**src/rtl/spi_seq_pkg.sv**
```systemverilog
package spi_seq_pkg;
  localparam int CMD_W     = 32;
  localparam int LEN_LSB   = 0;
  localparam int LEN_W     = 16;
  localparam int SKIP_LSB  = 16;
  localparam int SKIP_W    = 8;
  localparam int TXONLY_B  = 27;
  localparam int DUAL_B    = 28;
  localparam int CSEL_LSB  = 30;
  localparam int CSEL_W    = 2;
  localparam int BYTE_W    = 8;

  typedef enum logic [1:0] {
    ST_IDLE  = 2'd0,
    ST_ISSUE = 2'd1,
    ST_WAIT  = 2'd2
  } seq_state_e;

  typedef struct packed {
    logic [CSEL_W-1:0] csel;
    logic              dual;
    logic              txonly;
    logic [SKIP_W-1:0] skip;
    logic [LEN_W-1:0]  len_m1;
  } seq_cmd_t;

  function automatic seq_cmd_t decode_cmd(input logic [CMD_W-1:0] w);
    seq_cmd_t c;
    c.csel   = w[CSEL_LSB +: CSEL_W];
    c.skip   = w[SKIP_LSB +: SKIP_W];
    c.len_m1 = w[LEN_LSB +: LEN_W];
    c.txonly = w[TXONLY_B];
    c.dual   = w[DUAL_B] && (w[SKIP_LSB +: SKIP_W] != '0);
    return c;
  endfunction
endpackage

```
**src/rtl/spi_seq_byte_ctr.sv**
```systemverilog
module spi_seq_byte_ctr #(
  parameter int LEN_W  = 16,
  parameter int SKIP_W = 8
) (
  input  logic              clk,
  input  logic              rst_n,
  input  logic              clr,
  input  logic              inc,
  input  logic [LEN_W-1:0]  len_m1,
  input  logic [SKIP_W-1:0] skip,
  output logic              last,
  output logic              in_skip
);
  logic [LEN_W-1:0] idx_q, idx_d;
  logic [LEN_W-1:0] skip_ext;

  assign skip_ext = LEN_W'(skip);

  always_comb begin
    idx_d = idx_q;
    if (clr)      idx_d = '0;
    else if (inc) idx_d = idx_q + 1'b1;
  end

  always_ff @(posedge clk or negedge rst_n) begin
    if (!rst_n)          idx_q <= '0;
    else if (clr || inc) idx_q <= idx_d;
  end

  assign last    = (idx_q == len_m1);
  assign in_skip = (idx_q < skip_ext);


  ctr_bound_chk: assert property (@(posedge clk) disable iff (!rst_n)
    (inc && !clr) |=> (idx_q != '0));
endmodule

```
**src/rtl/spi_seq_cs_dec.sv**
```systemverilog
module spi_seq_cs_dec #(
  parameter int NCS = 4,
  localparam int SEL_W = (NCS > 1) ? $clog2(NCS) : 1
) (
  input  logic             en,
  input  logic [SEL_W-1:0] sel,
  output logic [NCS-1:0]   cs_n
);
  for (genvar g = 0; g < NCS; g++) begin : g_cs
    assign cs_n[g] = !(en && (sel == SEL_W'(g)));
  end
endmodule

```
**src/rtl/spi_cmd_seq.sv**
```systemverilog
module spi_cmd_seq
  import spi_seq_pkg::*;
#(
  parameter int NCS = 4
) (
  input  logic              clk,
  input  logic              rst_n,
  input  logic              cmd_wr,
  input  logic [CMD_W-1:0]  cmd_word,
  input  logic              tx_empty,
  input  logic [BYTE_W-1:0] tx_data,
  output logic              tx_pop,
  output logic              sh_req,
  output logic [BYTE_W-1:0] sh_txd,
  output logic              sh_dual,
  input  logic              sh_ack,
  input  logic [BYTE_W-1:0] sh_rxd,
  output logic              rx_push,
  output logic [BYTE_W-1:0] rx_data,
  output logic [NCS-1:0]    cs_n,
  output logic              done
);
  localparam int SEL_W = (NCS > 1) ? $clog2(NCS) : 1;

  seq_state_e        state_q, state_d;
  seq_cmd_t          cmd_q, cmd_in;
  logic              capture;
  logic              cnt_inc, last, in_skip, need_tx;
  logic              sh_req_d, sh_dual_d, tx_pop_d, rx_push_d, done_d;
  logic [BYTE_W-1:0] sh_txd_d;
  logic              sh_req_q, sh_dual_q, tx_pop_q, rx_push_q, done_q;
  logic [BYTE_W-1:0] sh_txd_q, rx_data_q;

  assign cmd_in  = decode_cmd(cmd_word);
  assign need_tx = in_skip || (cmd_q.skip == '0);

  spi_seq_byte_ctr #(.LEN_W(LEN_W), .SKIP_W(SKIP_W)) u_ctr (
    .clk     (clk),
    .rst_n   (rst_n),
    .clr     (capture),
    .inc     (cnt_inc),
    .len_m1  (cmd_q.len_m1),
    .skip    (cmd_q.skip),
    .last    (last),
    .in_skip (in_skip)
  );

  spi_seq_cs_dec #(.NCS(NCS)) u_cs (
    .en   (state_q != ST_IDLE),
    .sel  (SEL_W'(cmd_q.csel)),
    .cs_n (cs_n)
  );

  always_comb begin
    state_d   = state_q;
    capture   = 1'b0;
    cnt_inc   = 1'b0;
    sh_req_d  = 1'b0;
    sh_txd_d  = '0;
    sh_dual_d = 1'b0;
    tx_pop_d  = 1'b0;
    rx_push_d = 1'b0;
    done_d    = 1'b0;
    unique case (state_q)
      ST_IDLE: begin
        if (cmd_wr) begin
          capture = 1'b1;
          state_d = ST_ISSUE;
        end
      end
      ST_ISSUE: begin
        if (!need_tx || !tx_empty) begin
          sh_req_d  = 1'b1;
          sh_txd_d  = need_tx ? tx_data : '0;
          tx_pop_d  = need_tx;
          sh_dual_d = cmd_q.dual && !in_skip;
          state_d   = ST_WAIT;
        end
      end
      ST_WAIT: begin
        if (sh_ack) begin
          rx_push_d = !cmd_q.txonly && !in_skip;
          cnt_inc   = !last;
          done_d    = last;
          state_d   = last ? ST_IDLE : ST_ISSUE;
        end
      end
      default: state_d = ST_IDLE;
    endcase
  end

  always_ff @(posedge clk or negedge rst_n) begin
    if (!rst_n) begin
      state_q   <= ST_IDLE;
      sh_req_q  <= 1'b0;
      sh_txd_q  <= '0;
      sh_dual_q <= 1'b0;
      tx_pop_q  <= 1'b0;
      rx_push_q <= 1'b0;
      rx_data_q <= '0;
      done_q    <= 1'b0;
    end else begin
      state_q   <= state_d;
      sh_req_q  <= sh_req_d;
      sh_txd_q  <= sh_txd_d;
      sh_dual_q <= sh_dual_d;
      tx_pop_q  <= tx_pop_d;
      rx_push_q <= rx_push_d;
      done_q    <= done_d;
      if (sh_ack) rx_data_q <= sh_rxd;
    end
  end

  always_ff @(posedge clk or negedge rst_n) begin
    if (!rst_n)       cmd_q <= '0;
    else if (capture) cmd_q <= cmd_in;
  end

  assign tx_pop  = tx_pop_q;
  assign sh_req  = sh_req_q;
  assign sh_txd  = sh_txd_q;
  assign sh_dual = sh_dual_q;
  assign rx_push = rx_push_q;
  assign rx_data = rx_data_q;
  assign done    = done_q;


  cs_onehot_chk: assert property (@(posedge clk) disable iff (!rst_n)
    $onehot0(~cs_n));

  done_pulse_chk: assert property (@(posedge clk) disable iff (!rst_n)
    done |=> !done);

  done_cs_chk: assert property (@(posedge clk) disable iff (!rst_n)
    done |-> (&cs_n));

  stall_chk: assert property (@(posedge clk) disable iff (!rst_n)
    (state_q == ST_ISSUE && need_tx && tx_empty) |=> !sh_req);

  busy_ignore_chk: assert property (@(posedge clk) disable iff (!rst_n)
    (state_q != ST_IDLE && cmd_wr) |=> $stable(cmd_q));
endmodule

```
**config.mk**
```make
export PLATFORM = sky130hd
export DESIGN_NAME = spi_cmd_seq
export DESIGN_NICKNAME = d
export VERILOG_FILES = /design/src/rtl/spi_seq_pkg.sv /design/src/rtl/spi_seq_byte_ctr.sv /design/src/rtl/spi_seq_cs_dec.sv /design/src/rtl/spi_cmd_seq.sv
export SDC_FILE = /design/constraint.sdc
export NUM_CORES = 1
export LEC_CHECK = 0
export CAP_MARGIN = 40
export CORE_UTILIZATION = 44
export DETAILED_ROUTE_END_ITERATION = 10
export PLACE_DENSITY = 0.79
export SLEW_MARGIN = 5
export SYNTH_ARGS = -nofsm -noshare
export SYNTH_HDL_FRONTEND = slang
export SYNTH_SLANG_ARGS = --single-unit
```
**constraint.sdc**
```tcl
create_clock -name clk -period 1.9 [get_ports clk]
set_input_delay 0.475 -clock clk [delete_from_list [all_inputs] [get_ports clk]]
set_output_delay 0.475 -clock clk [all_outputs]
set_load 0.01 [all_outputs]
```
After elaboration in Yosys (flattened, before gate mapping) --
Cells that the tools add are included.
Storage, ports and cells: memories kept 0, memory bits (read-only) 0, bits of input ports 53, register bits after elaboration 67, memory bits (writable) 0, bits in latches 0
Operators by class: divide/modulo/power cells 0, add/subtract/negate cells 1, bitwise logic cells 0, shift operators 0, multiplexer cells 24, multipliers 0, order comparisons 1, equality and inequality tests 9, reduce and logical (&&, ||, !) cells 27
Operator list (number):
- $mux W16 | 2
- $mux W8 | 3
- $add A16 B1 Y16 const B | 1
- $eq A16 B16 Y1 | 1
- $lt A16 B8 Y1 | 1
- $mux W1 | 15
- $logic_not A1 Y1 | 9
- $logic_not A8 Y1 | 1
- $reduce_bool A8 Y1 | 1
- $logic_and A1 B1 Y1 | 7
- $eq A2 B2 Y1 const B | 3
- $mux W2 | 3
- $ne A2 B2 Y1 const B | 3
- $pmux W2 S3 | 1
- $eq A2 B1 Y1 const B | 2
- $logic_not A2 Y1 | 2
- $reduce_bool A2 Y1 | 2
- $logic_or A1 B1 Y1 | 3
- $reduce_and A3 Y1 | 1
- $reduce_and A2 Y1 | 1

Depth between registers and ports, before layout --
depth in word-level cells 6, gate-level depth with buffers 8, mapped depth without buffers 7

Hierarchy --
A second synthesis with hierarchy kept.
Second synthesis, totals: cell total of the unflattened synthesis 271, area, all modules 3171.8 um^2
By module, submodules not included:
- spi_cmd_seq | times used 1, area an instance 1948.1 um^2, cells an instance 135
- spi_seq_byte_ctr | times used 1, area an instance 1194.9 um^2, cells an instance 132
- spi_seq_cs_dec | times used 1, area an instance 28.8 um^2, cells an instance 4

Worst setup path after synthesis --
No wires, ideal clock.
path type register to register, start register u_ctr.idx_q[2], end register sh_txd_q[0], in the netlist sh_txd[0], stages on the path, launching flop included 7, data required time 1.833 ns, clock period less this slack 1.915 ns, arrival time 1.848 ns, buffers on the path 0, slack -0.015 ns, path through dfrtp_1 -> ha_1 -> a211oi_1 -> o21ai_1 -> a221o_1 -> a211oi_2 -> and2_1
On the way: longest elaborated chain between the ends 6, elaborated cells between the ends (all ways) 7, classes of those cells order compare: 1; mux: 3; reduce/logical: 3
RTL lines:
- from (decl) | RTL line spi_seq_byte_ctr.sv:14 | logic [LEN_W-1:0] idx_q, idx_d;
- from (signal assigned) | RTL line spi_seq_byte_ctr.sv:27 | else if (clr || inc) idx_q <= idx_d;
- $lt A16 B8 Y1 * | RTL line spi_seq_byte_ctr.sv:31 | assign in_skip = (idx_q < skip_ext);
- $logic_or A1 B1 Y1 * | RTL line spi_cmd_seq.sv:35 | assign need_tx = in_skip || (cmd_q.skip == '0);
- $logic_not A1 Y1 | RTL line spi_cmd_seq.sv:72 | if (!need_tx || !tx_empty) begin
- $logic_or A1 B1 Y1 | RTL line spi_cmd_seq.sv:72
- $mux W8 * | RTL line spi_cmd_seq.sv:72
- $mux W8 * | RTL line spi_cmd_seq.sv:64 | unique case (state_q)
- named net sh_txd_d[0] | RTL line spi_cmd_seq.sv:30 | logic [BYTE_W-1:0] sh_txd_d;
- to (signal assigned) | RTL line spi_cmd_seq.sv:105 | sh_txd_q <= sh_txd_d;
- to (decl) | RTL line spi_cmd_seq.sv:32 | logic [BYTE_W-1:0] sh_txd_q, rx_data_q;
Mark *: on every way through the listed nets, which the timed path passes. The rest lies on a longest branch. A chain may end at the register's enable or synchronous reset.

Final worst setup path --
start register cmd_q[21] (netlist name), end register sh_txd_q[0], in the netlist sh_txd[0]
On the way: longest elaborated chain between the ends 6, elaborated cells between the ends (all ways) 8, classes of those cells order compare: 1; mux: 3; reduce/logical: 4
RTL lines:
- from (decl) | RTL line spi_cmd_seq.sv:26 | seq_cmd_t cmd_q, cmd_in;
- from (signal assigned) | RTL line spi_cmd_seq.sv:116 | else if (capture) cmd_q <= cmd_in;
- $lt A16 B8 Y1 or $logic_not A8 Y1 (tied branches) | RTL line spi_seq_byte_ctr.sv:31, spi_cmd_seq.sv:35
- $logic_or A1 B1 Y1 * | RTL line spi_cmd_seq.sv:35
- $logic_not A1 Y1 | RTL line spi_cmd_seq.sv:72
- $logic_or A1 B1 Y1 | RTL line spi_cmd_seq.sv:72
- $mux W8 * | RTL line spi_cmd_seq.sv:72
- $mux W8 * | RTL line spi_cmd_seq.sv:64
- named net sh_txd_d[0] | RTL line spi_cmd_seq.sv:30
Marked as above.

==> summary.txt <==
Logic synthesis
  • Cell Area, Synth: 3160 sq um
  • Number of distinct library cells after synthesis: 38
  • Largest area contributor in the netlist: dfrtp_1
  • Ys flop type: dfrtp_1
  • Area share of the largest cell type after synthesis: 53.1%
  • Top post-synthesis cells by area: dfrtp_1, nand2_1, xnor2_1
  • Avg Synthesized Cell Area: 9.69 sq um
  • Cells after Synth: 326
  • Most frequent cells after synthesis: nand2_1, dfrtp_1, xnor2_1, o21ai_0
  • Syn Nets: 387
  • Syn. warnings: 0
  • Flop and latch count out of synthesis: 67
  • Ys async rst share: 100%
  • Seq/Total Area, Yosys: 53.1%
  • Most common cell in the netlist: nand2_1
  • Post-synth EDFFs: 0

Critical path
  • CP max FO: 5
  • Crit Reg-Reg Startpoint: cmd_q[21]
  • CP peak stage delay: 0.40 ns
  • Critical Path AT: 2.27 ns
  • Startpoint Class: flop
  • Crit. path cell count: 8
  • Slowest cell on the critical path: dfrtp_1
  • Critical Path Most Common Cell: a21o_1
  • Crit. End Element: flop
  • Reg2reg end: sh_txd[0]
  • Crit path kind: reg -> reg
  • Critical Path, Cell by Cell: inv_2 > ha_4 > a21o_1 > a21o_1 > a221o_1 > a211oi_2 > buf_4 > and2_4
  • Req. time, crit path: 2.18 ns
  • CP top delay family: compound AO/OA/AOI/OAI gates
  • Reg2reg setup slack: -0.09 ns
  • R2R depth: 8
  • CP bufs+invs: 2

Drt
  • Via count: 2864
  • Routed WL per cell: 16.4 microns
  • Antenna-violating nets left: 0
  • First-pass iteration count of the detailed router: 4
  • WL final: 8860 microns
  • # DRC: 0
  • DR iter-0 viols: 187
  • Via-per-instance ratio: 5.28

Finish
  • Fin cells: 542
  • Share of cells above drive strength 1: 23.8%
  • Nets: 504
  • Diodes inserted: 0
  • Layout area overhead: 49.1%
  • Fin area: 4710 sq um

CTS
  • Root buffer selected by CTS: clkbuf_8
  • H-Tree Depth: 3
  • Clock slew at reported path FFs: 0.07 ns
  • Num CTS Buffers: 9
  • Later-pin clock latency in the skew report: 0.34 ns
  • CTS tree: done
  • Clock sinks: 67
  • Max Buffers Root-to-Sink: 2

Die
  • Cell Rows: 30
  • I/O pins: 78
  • Initial core utilization: 46.0%
  • Die Height: 86.7 microns
  • Chip Width: 86.7 microns
  • Die area: 7520 sq um
  • Placeable Area: 6870 sq um

Placement
  • Pre-CTS setup slack: -0.429 ns
  • Port bufs: 73
  • Dpl hpwl: 5590 microns
  • Global placer's final weighted congestion: 0.917
  • Dpl cell area: 4150 sq um
  • Placed cells: 507

Global routing
  • Initial antenna violation count: 0
  • Largest net degree at the start of global routing: 51
  • Remaining global-route overflow: 0
  • Total GRT Usage: 22.7%
  • Vias in the first global route: 2685
  • Global-route wire length before repair: 12900 microns

Run status
  • Status: finished, violations left
  • Failing checks: negative setup slack

STA
  • Worst-Margin Slew: 0.512 ns
  • Worst Clk Skew: 0.0106 ns
  • Setup violators final: 12
  • Hold_ws: 0.0787 ns
  • Final Cycle Share: 105%
  • Period minus WS final: 1.99 ns
  • Count of final hold-check violations: 0
  • RSZ-0062 raised after global routing: true
  • Slew HR: 65.9%
  • Setup slack after layout: -0.0898 ns
  • Maximum clock rate: 503 MHz
  • Pins over their slew limit: 0

Power
  • P per Cell Area: 1110 nW/um^2
  • Leakage Power: 2.11 nW
  • Total power: 5.25 mW
  • Max IR drop VDD: 796 uV

Flow run
  • MaxCap Viol Count: 0

Worst hold path
  • Worst min path class: in -> async
[worst max-delay path by stage]
stage | endpoint | slack (ns) | from
CTS | sh_txd[0] | -0.15 | u_ctr.idx_q[5]
floorplan | sh_txd[0] | -0.008 | u_ctr.idx_q[2]
detailed placement | u_ctr.idx_q[12] | -0.43 | sh_ack
global placement | u_ctr.idx_q[12] | -0.39 | sh_ack
global route | u_ctr.idx_q[11] | -0.16 | state_q[0]
finish | sh_txd[0] | -0.09 | cmd_q[21]
[logic make-up (layout without fill, tap and decap cells)]
family | after synthesis | in the layout | share of synthesized area, %
AO/OA/AOI/OAI | 45 | 45 | 9.15
XOR/XNOR | 16 | 16 | 4.44
adder cells (fa/ha/maj) | 8 | 8 | 3.17
buffers and inverters | 26 | 146 | 3.57
flip-flops | 67 | 67 | 53.1
multiplexers | 11 | 11 | 3.80
AND/OR/NAND/NOR | 153 | 153 | 22.8
[registers in the layout (all words and copies together) (netlist names)]
signal / count
rx_push: 1
u_ctr.idx_q: 16
rx_data: 8
sh_dual: 1
sh_req: 1
state_q: 2
sh_txd: 8
done: 1
tx_pop: 1
cmd_q: 28
[placed cells by master, fill, tap and decap left out, types with 4 or more instances in the layout]
cell             synthesis  routed
or3_1                   10       8
mux2_2                   8       8
a21oi_2                  0       5
clkdlybuf4s50_1          0      67
buf_6                    0      14
xnor2_1                 16      15
nand3_1                  8       7
nor2_1                  11       7
nand2_1                 83      82
ha_1                     8       5
o211ai_1                 5       5
o21ai_0                 14      11
clkbuf_8                 0       9
nor2_4                   0       4
o31ai_1                  6       5
dfrtp_1                 67      67
and2_1                  11       8
nor4_1                   7       5
buf_4                    2      32
a21oi_1                 10       4
nand4_1                 10      10
inv_1                   11       9
[cell type report]
class	instances	area, sq um
Tap cell	96	120
Timing Repair Buffer	121	1130
Inverter	11	41.3
Clock buffer	11	131
Sequential cell	67	1680
Fill cell	502	2160
Clock inverter	3	65.1
Multi-Input combinational cell	233	1540
[timing repair]
| item | CTS | global route |
|---|---|---|
| gates resized for setup | 17 | 54 |
| endpoints found under the hold margin | 0 | 0 |
| setup endpoints to repair | 20 | 31 |
| gates cloned | 0 | 3 |
| buffers inserted | 3 | 16 |
| hold buffers | 0 | 0 |
| pin swaps | 2 | 25 |
[report_power, final]
part / internal, mW / leakage, nW / total [mW] / switching, mW
clock network: 0.724 / 0.0992 / 1.24 / 0.516
registers: 1.81 / 0.865 / 2.10 / 0.291
logic: 0.936 / 1.14 / 1.91 / 0.971
total: 3.47 / 2.11 / 5.25 / 1.78
[per-layer routing]
layer	track usage [%]	vias up	part of all wire, %
li1	-	1348	-
met2	38.2	89	53
met4	10.5	0	2.2
met1	28.5	1411	40
met5	0	-	0
met3	4.29	16	5.0
[metrics by stage]
step,utilization [%],setup TNS (ns)
after floorplan,-,-0.0636
after global placement,60.5,-3.34
after detailed placement,60.5,-4.49
after CTS,64.0,-1.22
after global routing,68.6,-2.61
final,68.6,-0.765
No activity file was read; power rests on OpenSTA's default activity.
